**config.mk**
```make
export PLATFORM = sky130hd
export DESIGN_NAME = sfl_loopback_master
export DESIGN_NICKNAME = d
export VERILOG_FILES = /design/src/rtl/sfl_pkg.sv /design/src/rtl/sfl_flag_sampler.sv /design/src/rtl/sfl_buffer.sv /design/src/rtl/sfl_ctrl.sv /design/src/rtl/sfl_loopback_master.sv
export SDC_FILE = /design/constraint.sdc
export NUM_CORES = 1
export LEC_CHECK = 0
export BUFFER_PORTS_ARGS = -buffer_cell sky130_fd_sc_hd__buf_4
export CAP_MARGIN = 10
export CORE_MARGIN = 2
export CORE_UTILIZATION = 41
export DETAILED_ROUTE_END_ITERATION = 10
export PLACE_DENSITY = 0.6
export SYNTH_ARGS = -nofsm -noshare
export SYNTH_HDL_FRONTEND = slang
export SYNTH_SLANG_ARGS = --single-unit
```
**constraint.sdc**
```tcl
create_clock -name clk -period 2.9 [get_ports clk]
set_input_delay 0.29 -clock clk [delete_from_list [all_inputs] [get_ports clk]]
set_output_delay 0.29 -clock clk [all_outputs]
set_load 0.01 [all_outputs]
```
**src/rtl/sfl_pkg.sv**
```systemverilog
package sfl_pkg;

   typedef enum logic [3:0] {
      ST_IDLE,
      ST_RD_SETUP,
      ST_RD_WAIT_RDY,
      ST_RD_DATA,
      ST_RD_TAIL,
      ST_RD_END,
      ST_WR_SETUP,
      ST_WR_WAIT_RDY,
      ST_WR_DATA,
      ST_WR_TAIL,
      ST_WR_END
   } lb_state_e;

   // bit positions inside the registered flag vector
   localparam int FLG_RD_RDY  = 0;
   localparam int FLG_RD_PART = 1;
   localparam int FLG_WR_RDY  = 2;
   localparam int FLG_WR_PART = 3;
   localparam int FLG_COUNT   = 4;

   // words still allowed once the partial flag is seen low
   function automatic int tail_words(input int wmark, input int data_w);
      return wmark * (32 / data_w) - 4;
   endfunction

endpackage

```
**src/rtl/sfl_flag_sampler.sv**
```systemverilog
module sfl_flag_sampler #(
   parameter int N_FLAGS = 4
) (
   input  logic               clk,
   input  logic               rst_n,
   input  logic [N_FLAGS-1:0] flags_i,
   output logic [N_FLAGS-1:0] flags_q
);

   for (genvar g = 0; g < N_FLAGS; g++) begin : g_flag
      always_ff @(posedge clk or negedge rst_n) begin
         if (!rst_n) flags_q[g] <= 1'b0;
         else        flags_q[g] <= flags_i[g];
      end
   end

endmodule

```
**src/rtl/sfl_buffer.sv**
```systemverilog
module sfl_buffer #(
   parameter int DATA_W = 16,
   parameter int DEPTH  = 16
) (
   input  logic              clk,
   input  logic              rst_n,
   input  logic              wr_en,
   input  logic [DATA_W-1:0] wr_data,
   input  logic              rd_adv,
   input  logic              clear,
   output logic [DATA_W-1:0] rd_data,
   output logic              fill_zero,
   output logic              last_slot,
   output logic              last_word
);

   localparam int IDX_W = (DEPTH > 1) ? $clog2(DEPTH) : 1;
   localparam int CNT_W = $clog2(DEPTH + 1);

   if ((1 << IDX_W) != DEPTH) begin : g_bad_depth
      $error("sfl_buffer: DEPTH must be a power of two");
   end

   logic [DATA_W-1:0] mem [DEPTH];
   logic [CNT_W-1:0]  fill_q;
   logic [CNT_W-1:0]  rptr_q;
   logic [CNT_W-1:0]  left;

   always_ff @(posedge clk or negedge rst_n) begin
      if (!rst_n) begin
         fill_q <= '0;
         rptr_q <= '0;
      end else if (clear) begin
         fill_q <= '0;
         rptr_q <= '0;
      end else begin
         if (wr_en)  fill_q <= fill_q + 1'b1;
         if (rd_adv) rptr_q <= rptr_q + 1'b1;
      end
   end

   always_ff @(posedge clk) begin
      if (wr_en) mem[fill_q[IDX_W-1:0]] <= wr_data;
   end

   assign left      = fill_q - rptr_q;
   assign rd_data   = mem[rptr_q[IDX_W-1:0]];
   assign fill_zero = (fill_q == '0);
   assign last_slot = (fill_q == CNT_W'(DEPTH - 1));
   assign last_word = (left == CNT_W'(1));

   assert_no_overflow_R6: assert property (@(posedge clk) disable iff (!rst_n)
      wr_en |-> (fill_q < CNT_W'(DEPTH)));

   assert_no_underflow_R10: assert property (@(posedge clk) disable iff (!rst_n)
      rd_adv |-> (left != '0));

endmodule

```
**src/rtl/sfl_ctrl.sv**
```systemverilog
module sfl_ctrl
   import sfl_pkg::*;
#(
   parameter int ADDR_W  = 2,
   parameter int RD_ADDR = 3,
   parameter int WR_ADDR = 0,
   parameter int TAIL    = 2
) (
   input  logic                 clk,
   input  logic                 rst_n,
   input  logic                 rdy,
   input  logic [FLG_COUNT-1:0] flags_q,
   input  logic                 fill_zero,
   input  logic                 last_slot,
   input  logic                 last_word,
   output logic                 ce_n,
   output logic                 oe_n,
   output logic                 we_n,
   output logic [ADDR_W-1:0]    addr,
   output logic                 cap,
   output logic                 adv,
   output logic                 clear
);

   localparam bit TAIL_NONE = (TAIL <= 0);
   localparam int TW        = (TAIL > 0) ? $clog2(TAIL + 1) : 1;

   lb_state_e st_q, st_d;
   logic rd_rdy_q, rd_part_q, wr_rdy_q, wr_part_q;
   logic xfer_rd, xfer_wr, tail_last;

   assign rd_rdy_q  = flags_q[FLG_RD_RDY];
   assign rd_part_q = flags_q[FLG_RD_PART];
   assign wr_rdy_q  = flags_q[FLG_WR_RDY];
   assign wr_part_q = flags_q[FLG_WR_PART];

   // strobe and address decode from state
   always_comb begin
      ce_n = 1'b0;
      oe_n = 1'b1;
      we_n = 1'b1;
      addr = ADDR_W'(WR_ADDR);
      case (st_q)
         ST_IDLE, ST_WR_END: ce_n = 1'b1;
         ST_RD_END: begin
            ce_n = 1'b1;
            addr = ADDR_W'(RD_ADDR);
         end
         ST_RD_SETUP: addr = ADDR_W'(RD_ADDR);
         ST_RD_WAIT_RDY, ST_RD_DATA, ST_RD_TAIL: begin
            oe_n = 1'b0;
            addr = ADDR_W'(RD_ADDR);
         end
         ST_WR_WAIT_RDY, ST_WR_DATA, ST_WR_TAIL: we_n = 1'b0;
         default: ;
      endcase
   end

   assign xfer_rd = !oe_n && rdy;
   assign xfer_wr = !we_n && rdy;
   assign cap     = xfer_rd;
   assign adv     = xfer_wr;
   assign clear   = (st_q == ST_WR_END);

   always_comb begin
      st_d = st_q;
      case (st_q)
         ST_IDLE: begin
            if (!fill_zero) begin
               if (wr_rdy_q) st_d = ST_WR_SETUP;
            end else if (rd_rdy_q && rd_part_q) begin
               st_d = ST_RD_SETUP;
            end
         end
         ST_RD_SETUP: st_d = ST_RD_WAIT_RDY;
         ST_RD_WAIT_RDY, ST_RD_DATA: begin
            if (xfer_rd && last_slot)  st_d = ST_RD_END;
            else if (!rd_part_q)       st_d = TAIL_NONE ? ST_RD_END : ST_RD_TAIL;
            else if (xfer_rd)          st_d = ST_RD_DATA;
         end
         ST_RD_TAIL: if (xfer_rd && (last_slot || tail_last)) st_d = ST_RD_END;
         ST_RD_END:  st_d = ST_IDLE;
         ST_WR_SETUP: st_d = ST_WR_WAIT_RDY;
         ST_WR_WAIT_RDY, ST_WR_DATA: begin
            if (xfer_wr && last_word)  st_d = ST_WR_END;
            else if (!wr_part_q)       st_d = TAIL_NONE ? ST_WR_END : ST_WR_TAIL;
            else if (xfer_wr)          st_d = ST_WR_DATA;
         end
         ST_WR_TAIL: if (xfer_wr && (last_word || tail_last)) st_d = ST_WR_END;
         ST_WR_END:  st_d = ST_IDLE;
         default:    st_d = ST_IDLE;
      endcase
   end

   always_ff @(posedge clk or negedge rst_n) begin
      if (!rst_n) st_q <= ST_IDLE;
      else        st_q <= st_d;
   end

   // tail counter exists only when words follow the flag
   if (TAIL > 0) begin : g_tail
      logic [TW-1:0] tail_cnt_q;
      logic          in_tail;
      assign in_tail = (st_q == ST_RD_TAIL) || (st_q == ST_WR_TAIL);

      always_ff @(posedge clk or negedge rst_n) begin
         if (!rst_n)                   tail_cnt_q <= '0;
         else if (!in_tail)            tail_cnt_q <= '0;
         else if (xfer_rd || xfer_wr)  tail_cnt_q <= tail_cnt_q + 1'b1;
      end

      assign tail_last = (tail_cnt_q == TW'(TAIL - 1));

      assert_tail_bound_R4: assert property (@(posedge clk) disable iff (!rst_n)
         in_tail |-> (tail_cnt_q < TW'(TAIL)));
   end else begin : g_no_tail
      assign tail_last = 1'b1;
   end

   assert_read_start_R2: assert property (@(posedge clk) disable iff (!rst_n)
      ($fell(ce_n) && addr == ADDR_W'(RD_ADDR)) |-> $past(rd_rdy_q && rd_part_q));

   assert_write_start_R7: assert property (@(posedge clk) disable iff (!rst_n)
      ($fell(ce_n) && addr == ADDR_W'(WR_ADDR)) |-> $past(wr_rdy_q));

   assert_end_pair_R5: assert property (@(posedge clk) disable iff (!rst_n)
      $rose(oe_n) |-> (ce_n && we_n));

endmodule

```
**src/rtl/sfl_loopback_master.sv**
```systemverilog
module sfl_loopback_master
   import sfl_pkg::*;
#(
   parameter int DATA_W    = 16,
   parameter int ADDR_W    = 2,
   parameter int WMARK     = 3,
   parameter int BUF_DEPTH = 16,
   parameter int RD_ADDR   = 3,
   parameter int WR_ADDR   = 0
) (
   input  logic              clk,
   input  logic              rst_n,
   input  logic [DATA_W-1:0] fifo_rdata_i,
   output logic [DATA_W-1:0] fifo_wdata_o,
   output logic              fifo_wdata_oe_o,
   output logic [ADDR_W-1:0] sock_addr_o,
   output logic              ce_n_o,
   output logic              oe_n_o,
   output logic              we_n_o,
   input  logic              rdy_i,
   input  logic              rd_ready_i,
   input  logic              rd_partial_n_i,
   input  logic              wr_ready_i,
   input  logic              wr_partial_n_i
);

   localparam int TAIL = tail_words(WMARK, DATA_W);

   if ((32 % DATA_W) != 0) begin : g_bad_width
      $error("sfl_loopback_master: DATA_W must divide 32");
   end
   if (TAIL < 0) begin : g_bad_tail
      $error("sfl_loopback_master: WMARK and DATA_W give a negative tail count");
   end
   if (RD_ADDR >= (1 << ADDR_W) || WR_ADDR >= (1 << ADDR_W) || RD_ADDR == WR_ADDR) begin : g_bad_addr
      $error("sfl_loopback_master: socket addresses must differ and fit ADDR_W");
   end

   logic [FLG_COUNT-1:0] flags_raw, flags_q;
   logic [DATA_W-1:0]    buf_rdata;
   logic fill_zero, last_slot, last_word;
   logic cap, adv, clear;

   assign flags_raw[FLG_RD_RDY]  = rd_ready_i;
   assign flags_raw[FLG_RD_PART] = rd_partial_n_i;
   assign flags_raw[FLG_WR_RDY]  = wr_ready_i;
   assign flags_raw[FLG_WR_PART] = wr_partial_n_i;

   sfl_flag_sampler #(.N_FLAGS(FLG_COUNT)) u_flags (
      .clk     (clk),
      .rst_n   (rst_n),
      .flags_i (flags_raw),
      .flags_q (flags_q)
   );

   sfl_buffer #(.DATA_W(DATA_W), .DEPTH(BUF_DEPTH)) u_buf (
      .clk       (clk),
      .rst_n     (rst_n),
      .wr_en     (cap),
      .wr_data   (fifo_rdata_i),
      .rd_adv    (adv),
      .clear     (clear),
      .rd_data   (buf_rdata),
      .fill_zero (fill_zero),
      .last_slot (last_slot),
      .last_word (last_word)
   );

   sfl_ctrl #(
      .ADDR_W  (ADDR_W),
      .RD_ADDR (RD_ADDR),
      .WR_ADDR (WR_ADDR),
      .TAIL    (TAIL)
   ) u_ctrl (
      .clk       (clk),
      .rst_n     (rst_n),
      .rdy       (rdy_i),
      .flags_q   (flags_q),
      .fill_zero (fill_zero),
      .last_slot (last_slot),
      .last_word (last_word),
      .ce_n      (ce_n_o),
      .oe_n      (oe_n_o),
      .we_n      (we_n_o),
      .addr      (sock_addr_o),
      .cap       (cap),
      .adv       (adv),
      .clear     (clear)
   );

   assign fifo_wdata_oe_o = adv;
   assign fifo_wdata_o    = adv ? buf_rdata : '0;

endmodule

```
==> results.sh, run 1 <==
export IMPL_first_pass_iters=5
export IMPL_wl_um=24080
export IMPL_initial_core_util_pct=41.81
export IMPL_grt_pass1_vias=5909
export IMPL_grt_pass1_wl_um=36430
export IMPL_hold_slack_ns=0.04725
export IMPL_status="finished with violations"
export IMPL_clk_latency_ns=0.54
export IMPL_cts_tree="done"
export IMPL_drv_cap=0
export IMPL_antenna_left=0
export IMPL_grt_start_max_net_pins=49
export IMPL_critPathSlowestCell="mux4_2"
export IMPL_post_route_util_pct=50.44
export IMPL_synth_yosys_seq_area_share_pct=72.67
export IMPL_post_route_cells_drive_above_1_share_pct=37.03
export IMPL_required_ns=2.61
export IMPL_antenna_found_initial=0
export IMPL_rows=60
export IMPL_start_kind="flip-flop"
export IMPL_p_per_area_nw_per_um2=906.3
export IMPL_use_met3_pct=3.242
export IMPL_top_usage_layer="met2"
export IMPL_numClockSinks=276
export IMPL_final_setup_tns_ns=-0.02810
export IMPL_critPathTopFamily="multiplexers"
export IMPL_layout_setup_ws_ns=-0.02478
export IMPL_gp_congestion=0.8578
export IMPL_synth_edf_count=256
export IMPL_vias_per_cell=5.604
export IMPL_rsz0062_at_grt="yes"
export IMPL_clk_path_buf_depth=3
export IMPL_yosysTopAreaCell="edfxtp_1"
export IMPL_core_area_um2=26950
export IMPL_worstHoldPathCells=1
export IMPL_path_max_fanout=7
export IMPL_synthMuxAreaShare_pct=16.18
export IMPL_min_period_over_period_pct=100.9
export IMPL_cts_max_level=1
export IMPL_fin_area_um2=13590
export IMPL_synth_compound_area_share_pct=2.354
export IMPL_finClkSkew_ns=0.01937
export IMPL_io_buffers=44
export IMPL_synth_cell_types=54
export IMPL_gr_usage_met1_pct=24.04
export IMPL_dp_final_hpwl_um=13940
export IMPL_syn_nets=599
export IMPL_hold_class="in2reg"
export IMPL_async_flop_share_pct=7.246
export IMPL_layout_min_cycle_time_ns=2.925
export IMPL_crit_buf_inv=3
export IMPL_dp_cells=960
export IMPL_synth_top_cell_area_share_pct=68.23
export IMPL_clk_pin_slew_ns=0.06
export IMPL_hold_violations=0
export IMPL_drt_iter0_drc=508
export IMPL_slowest_delay_ns=0.51
export IMPL_p_leak_nw=4.534
export IMPL_fin_cells=1027
export IMPL_ys_seq_elements=276
export IMPL_placed_area_um2=12300
export IMPL_yosys_top_cells_area="edfxtp_1 (68%), mux4_2 (16%), dfrtp_1 (4.4%)"
export IMPL_grt_remaining_overflow=0
export IMPL_violations="negative setup slack"
export IMPL_crit_path_end_kind="primary output"
export IMPL_netlist_area_um2=11270
export IMPL_globalRouteTotalUtil_pct=16.96
export IMPL_ff2ff_path_depth=8
export IMPL_vias=5755
export IMPL_synthXorXnorAreaFrac_pct=1.088
export IMPL_setup_violations=3
export IMPL_synthSimpleGateAreaFrac_pct=4.797
export IMPL_critPathArrivalTime_ns=2.63
export IMPL_synth_avg_cell_area_um2=19.98
export IMPL_design_power_total_mw=12.32
export IMPL_max_freq_mhz=341.9
export IMPL_cts_buffers=28
export IMPL_crit_type="reg2out"
export IMPL_dieArea_um2=28820
export IMPL_die_h_um=169.8
export IMPL_area_delta_synth_final_pct=20.64
export IMPL_diodes=0
export IMPL_synth_top_family_by_area="multiplexers"
export IMPL_drcViolationCount=0
export IMPL_synth_adder_area_share_pct=1.399
export IMPL_place_ws_ns=0.3315
export IMPL_worstMarginPinSlew_ns=0.4808
export IMPL_ys_flop_type="edfxtp_1"
export IMPL_ios=45
export IMPL_synthCells=564
export IMPL_root_buffer="clkbuf_16"
export IMPL_crit_chain="buf_12, clkbuf_16, mux4_2, mux4_2, nor2b_4, buf_6"
export IMPL_maxSlewViolCount=0
export IMPL_die_width_um=169.8
export IMPL_cp_depth=6
export IMPL_yosysWarnings=0
export IMPL_avgRoutedWirePerCell_um=23.45
export IMPL_vdd_drop_max_mv=0.4053
export IMPL_nets=699
export IMPL_slew_limit_headroom_pct=67.94
export IMPL_cp_common_cell="mux4_2"
export IMPL_grt_util_met2_pct=27.86
## final timing paths
path	startpoint	to	slack [ns]
min	fifo_rdata_i[15]	u_buf.mem[12][15]	0.05
min reg2reg	u_ctrl.g_tail.tail_cnt_q[0]	u_ctrl.g_tail.tail_cnt_q[0]	0.56
max reg2reg	u_buf.rptr_q[0]	u_ctrl.st_q[0]	0.28
max	u_buf.rptr_q[0]	fifo_wdata_o[0]	-0.02
max in group asynchronous	rst_n	u_buf.rptr_q[0]	2.48
min in group asynchronous	rst_n	u_ctrl.st_q[3]	0.17
## routing by layer
| metal | wire (um) | vias to the layer above |
|---|---|---|
| met5 | 0 | - |
| met4 | 383 | 0 |
| met3 | 1327 | 36 |
| met2 | 11670 | 170 |
| met1 | 10700 | 3043 |
| li1 | - | 2506 |
## cell type report
type,instances,area (um2)
Inverter,13,48.80
Tap cell,341,426.7
Timing Repair Buffer,99,988.4
Clock inverter,17,138.9
Fill cell,2121,13360
Sequential cell,276,8193
Multi-Input combinational cell,246,3049
Clock buffer,35,748.2
## sequential cells by signal, summed over array words and instances, names as in the netlist
| register | flops |
|---|---|
| u_buf.rptr_q | 5 |
| u_buf.mem | 256 |
| u_flags.flags_q | 4 |
| u_buf.fill_q | 5 |
| u_ctrl.st_q | 4 |
| u_ctrl.g_tail.tail_cnt_q | 2 |
## power by group
part / total, mW / internal, mW / leakage (nW) / switching [mW]
clock: 3.43 / 2.00 / 0.426 / 1.43
sequential: 4.80 / 4.62 / 2.55 / 0.180
combinational: 4.08 / 2.19 / 1.55 / 1.89
total: 12.3 / 8.82 / 4.53 / 3.50
## repair_timing
item                                    in CTS  in global routing
endpoints found under the hold margin       24                  0
gates cloned                                 2                  4
setup buffers                                2                  2
endpoints found under the setup margin      16                 16
gates resized for setup                      3                 37
hold buffers                                 5                  0
## worst register-to-register path: stages (launching register included)
cell and delay (ns):
dfrtp_4 0.54, ha_1 0.25, fa_1 0.40, nand2b_1 0.16, a21oi_1 0.23, xnor2_1 0.18, a31o_2 0.22, o2bb2ai_2 0.17
mux2_2 0.36
## synthesized netlist by cell type (2+ instances only)
| library cell | instances |
|---|---|
| and3_1 | 3 |
| or3_1 | 2 |
| a211oi_1 | 2 |
| edfxtp_1 | 256 |
| o21ai_0 | 5 |
| nor3_1 | 6 |
| xor2_1 | 6 |
| inv_1 | 12 |
| o31ai_1 | 2 |
| dfrtp_1 | 20 |
| nand3_1 | 5 |
| nand2_1 | 17 |
| mux4_2 | 80 |
| nor2b_1 | 18 |
| nor4_1 | 2 |
| clkbuf_1 | 16 |
| buf_1 | 5 |
| xnor2_1 | 8 |
| buf_2 | 7 |
| a21oi_1 | 11 |
| nand2b_1 | 7 |
| nor2_1 | 28 |
| and2_1 | 2 |
| nand4_1 | 3 |
| a31oi_1 | 2 |
| ha_1 | 11 |
## kinds of logic after synthesis
| group | count (synthesis) |
|---|---|
| adder cells (fa/ha/maj) | 12 |
| flip-flops | 276 |
| buffers and inverters | 42 |
| multiplexers | 82 |
| AND/OR/NAND/NOR | 101 |
| XOR/XNOR | 14 |
| AO/OA/AOI/OAI | 37 |
## cell usage in the layout (no fill, tap or decap), types with 11 or more instances in the layout
master and instances:
dfrtp_1 18, clkbuf_16 33, a21oi_1 11, buf_6 12
inv_1 12, nand2_1 17, nor2_1 16, nor2_2 12
nor2b_4 12, buf_4 71, ha_1 11, edfxtp_1 256
mux4_2 80
Power figures use the tool's default switching activity.
==> run 2, diff against run 1 <==
PLACE_DENSITY = 0.58   (was 0.6)
clock period = 2.7 ns   (was 2.9 ns; I/O delays follow)
==> results.sh, run 2 (synthesis gave the netlist of run 1 again) <==
export IMPL_dp_cells=961
export IMPL_first_pass_iters=5
export IMPL_io_buffers=44
export IMPL_p_leak_nw=4.573
export IMPL_vias=5756
export IMPL_setup_violations=16
export IMPL_placed_area_um2=12390
export IMPL_worstHoldPathCells=1
export IMPL_ff2ff_path_depth=7
export IMPL_crit_type="reg2out"
export IMPL_die_width_um=169.8
export IMPL_grt_remaining_overflow=0
export IMPL_clk_path_buf_depth=3
export IMPL_drcViolationCount=0
export IMPL_dieArea_um2=28820
export IMPL_dp_final_hpwl_um=14010
export IMPL_numClockSinks=276
export IMPL_drv_cap=0
export IMPL_root_buffer="clkbuf_16"
export IMPL_critPathTopFamily="multiplexers"
export IMPL_violations="negative setup slack"
export IMPL_fin_area_um2=13690
export IMPL_worstMarginPinSlew_ns=0.4470
export IMPL_crit_chain="buf_6, clkbuf_16, mux4_2, mux4_2, nor2b_1, buf_4"
export IMPL_slew_limit_headroom_pct=70.20
export IMPL_grt_pass1_vias=6006
export IMPL_fin_cells=1030
export IMPL_maxSlewViolCount=0
export IMPL_layout_common_cells="edfxtp_1 (256), mux4_2 (80), buf_4 (67)"
export IMPL_vdd_drop_max_mv=0.5642
export IMPL_crit_buf_inv=3
export IMPL_status="finished with violations"
export IMPL_hold_violations=0
export IMPL_initial_core_util_pct=41.81
export IMPL_cts_max_level=1
export IMPL_core_area_um2=26950
export IMPL_grt_start_max_net_pins=56
export IMPL_hold_class="in2reg"
export IMPL_path_max_fanout=7
export IMPL_finClkSkew_ns=0.02242
export IMPL_clk_latency_ns=0.55
export IMPL_nets=701
export IMPL_diodes=0
export IMPL_area_delta_synth_final_pct=21.48
export IMPL_start_kind="flip-flop"
export IMPL_max_freq_mhz=344.7
export IMPL_min_period_over_period_pct=107.4
export IMPL_cts_buffers=29
export IMPL_rsz0062_at_grt="yes"
export IMPL_critPathArrivalTime_ns=2.63
export IMPL_clk_pin_slew_ns=0.06
export IMPL_layout_min_cycle_time_ns=2.901
export IMPL_grt_pass1_wl_um=37480
export IMPL_largest_reg_flops=256
export IMPL_gp_congestion=0.8556
export IMPL_antenna_left=0
export IMPL_cts_tree="done"
export IMPL_vias_per_cell=5.588
export IMPL_ios=45
export IMPL_layout_setup_ws_ns=-0.2010
export IMPL_crit_path_end_kind="primary output"
export IMPL_post_route_cells_drive_above_1_share_pct=36.72
export IMPL_cp_depth=6
export IMPL_required_ns=2.43
export IMPL_globalRouteTotalUtil_pct=17.62
export IMPL_slowest_delay_ns=0.52
export IMPL_avgRoutedWirePerCell_um=23.88
export IMPL_rows=60
export IMPL_p_per_area_nw_per_um2=986.8
export IMPL_wl_um=24600
export IMPL_mostFrequentLayoutCell="edfxtp_1"
export IMPL_die_h_um=169.8
export IMPL_cp_common_cell="mux4_2"
export IMPL_antenna_found_initial=0
export IMPL_drt_iter0_drc=475
export IMPL_critPathSlowestCell="dfrtp_4"
==> run 2: cell count changes in the layout (fill, tap and decap cells not counted), sizes merged <==
cell / before / now
buf: 90 / 92
inv: 13 / 16
clkinvlp: 3 / 1
dlygate4sd3: 5 / 6
clkbuf: 39 / 37
clkinv: 12 / 11
bufinv: 2 / 4
==> run 2: layout make-up <==
| cell class | instances | area, um2 |
|---|---|---|
| Clock buffer | 35 | 748.2 |
| Clock inverter | 19 | 207.7 |
| Fill cell | 2145 | 13260 |
| Inverter | 13 | 48.80 |
| Multi-Input combinational cell | 246 | 3032 |
| Sequential cell | 276 | 8193 |
| Tap cell | 341 | 426.7 |
| Timing Repair Buffer | 100 | 1031 |
==> run 2: metrics by stage <==
step | hold WS [ns] | utilization [%] | power, mW | setup TNS [ns] | setup slack (ns)
floorplan | -0.02559 | - | 8.028 | 0 | 0.03592
detailed placement | 0.1763 | 45.97 | 9.163 | 0 | 0.1371
CTS | 0.005859 | 50.36 | 13.49 | -3.621 | -0.2413
finish | 0.02371 | 50.78 | 13.51 | -2.802 | -0.2010
global route | 0.01934 | 50.78 | 14.15 | -4.204 | -0.2715
global placement | 0.1709 | 45.97 | 9.086 | 0 | 0.1666
==> run 2: worst register-to-register path, delay by kind of cell (launching register included) <==
kind            cells  cell delay [ns]
flops               1             0.56
simple gates        1             0.37
xor+xnor            1             0.16
compound gates      2             0.43
fa+ha+maj           2             0.66
mux                 1             0.36
==> run 2: final timing paths <==
check | slack (ns) | to | start
setup / recovery | -0.20 | fifo_wdata_o[6] | u_buf.rptr_q[0]
hold / removal | 0.02 | u_buf.mem[4][7] | fifo_rdata_i[7]
max in group asynchronous | 2.28 | u_buf.rptr_q[0] | rst_n
min in group asynchronous | 0.17 | u_buf.rptr_q[1] | rst_n
hold reg to reg | 0.57 | u_ctrl.g_tail.tail_cnt_q[0] | u_ctrl.g_tail.tail_cnt_q[0]
setup reg to reg | 0.04 | u_ctrl.st_q[0] | u_buf.rptr_q[0]
==> run 2: repair_timing <==
action                                 CTS  global route
cloned                                   4             2
buffers inserted                         4             1
endpoints found under the hold margin   28             0
setup endpoints to repair               16            18
hold buffers                             6             0
pin swaps                                0             1
gates resized for setup                  7            29
==> run 2: per-layer routing <==
| layer | vias to the layer above | global-route usage [%] | part of all wire (%) |
|---|---|---|---|
| li1 | 2511 | - | - |
| met1 | 3035 | 25.13 | 43 |
| met2 | 174 | 28.87 | 49 |
| met3 | 36 | 2.775 | 5.4 |
| met4 | 0 | 4.088 | 1.8 |
| met5 | - | 0 | 0 |
==> run 2: report_power, final <==
part,leakage [nW],total (mW),internal [mW],switching (mW)
combinational,1.55,4.41,2.30,2.12
clock,0.469,3.96,2.36,1.59
sequential,2.55,5.13,4.97,0.167
total,4.57,13.5,9.63,3.88
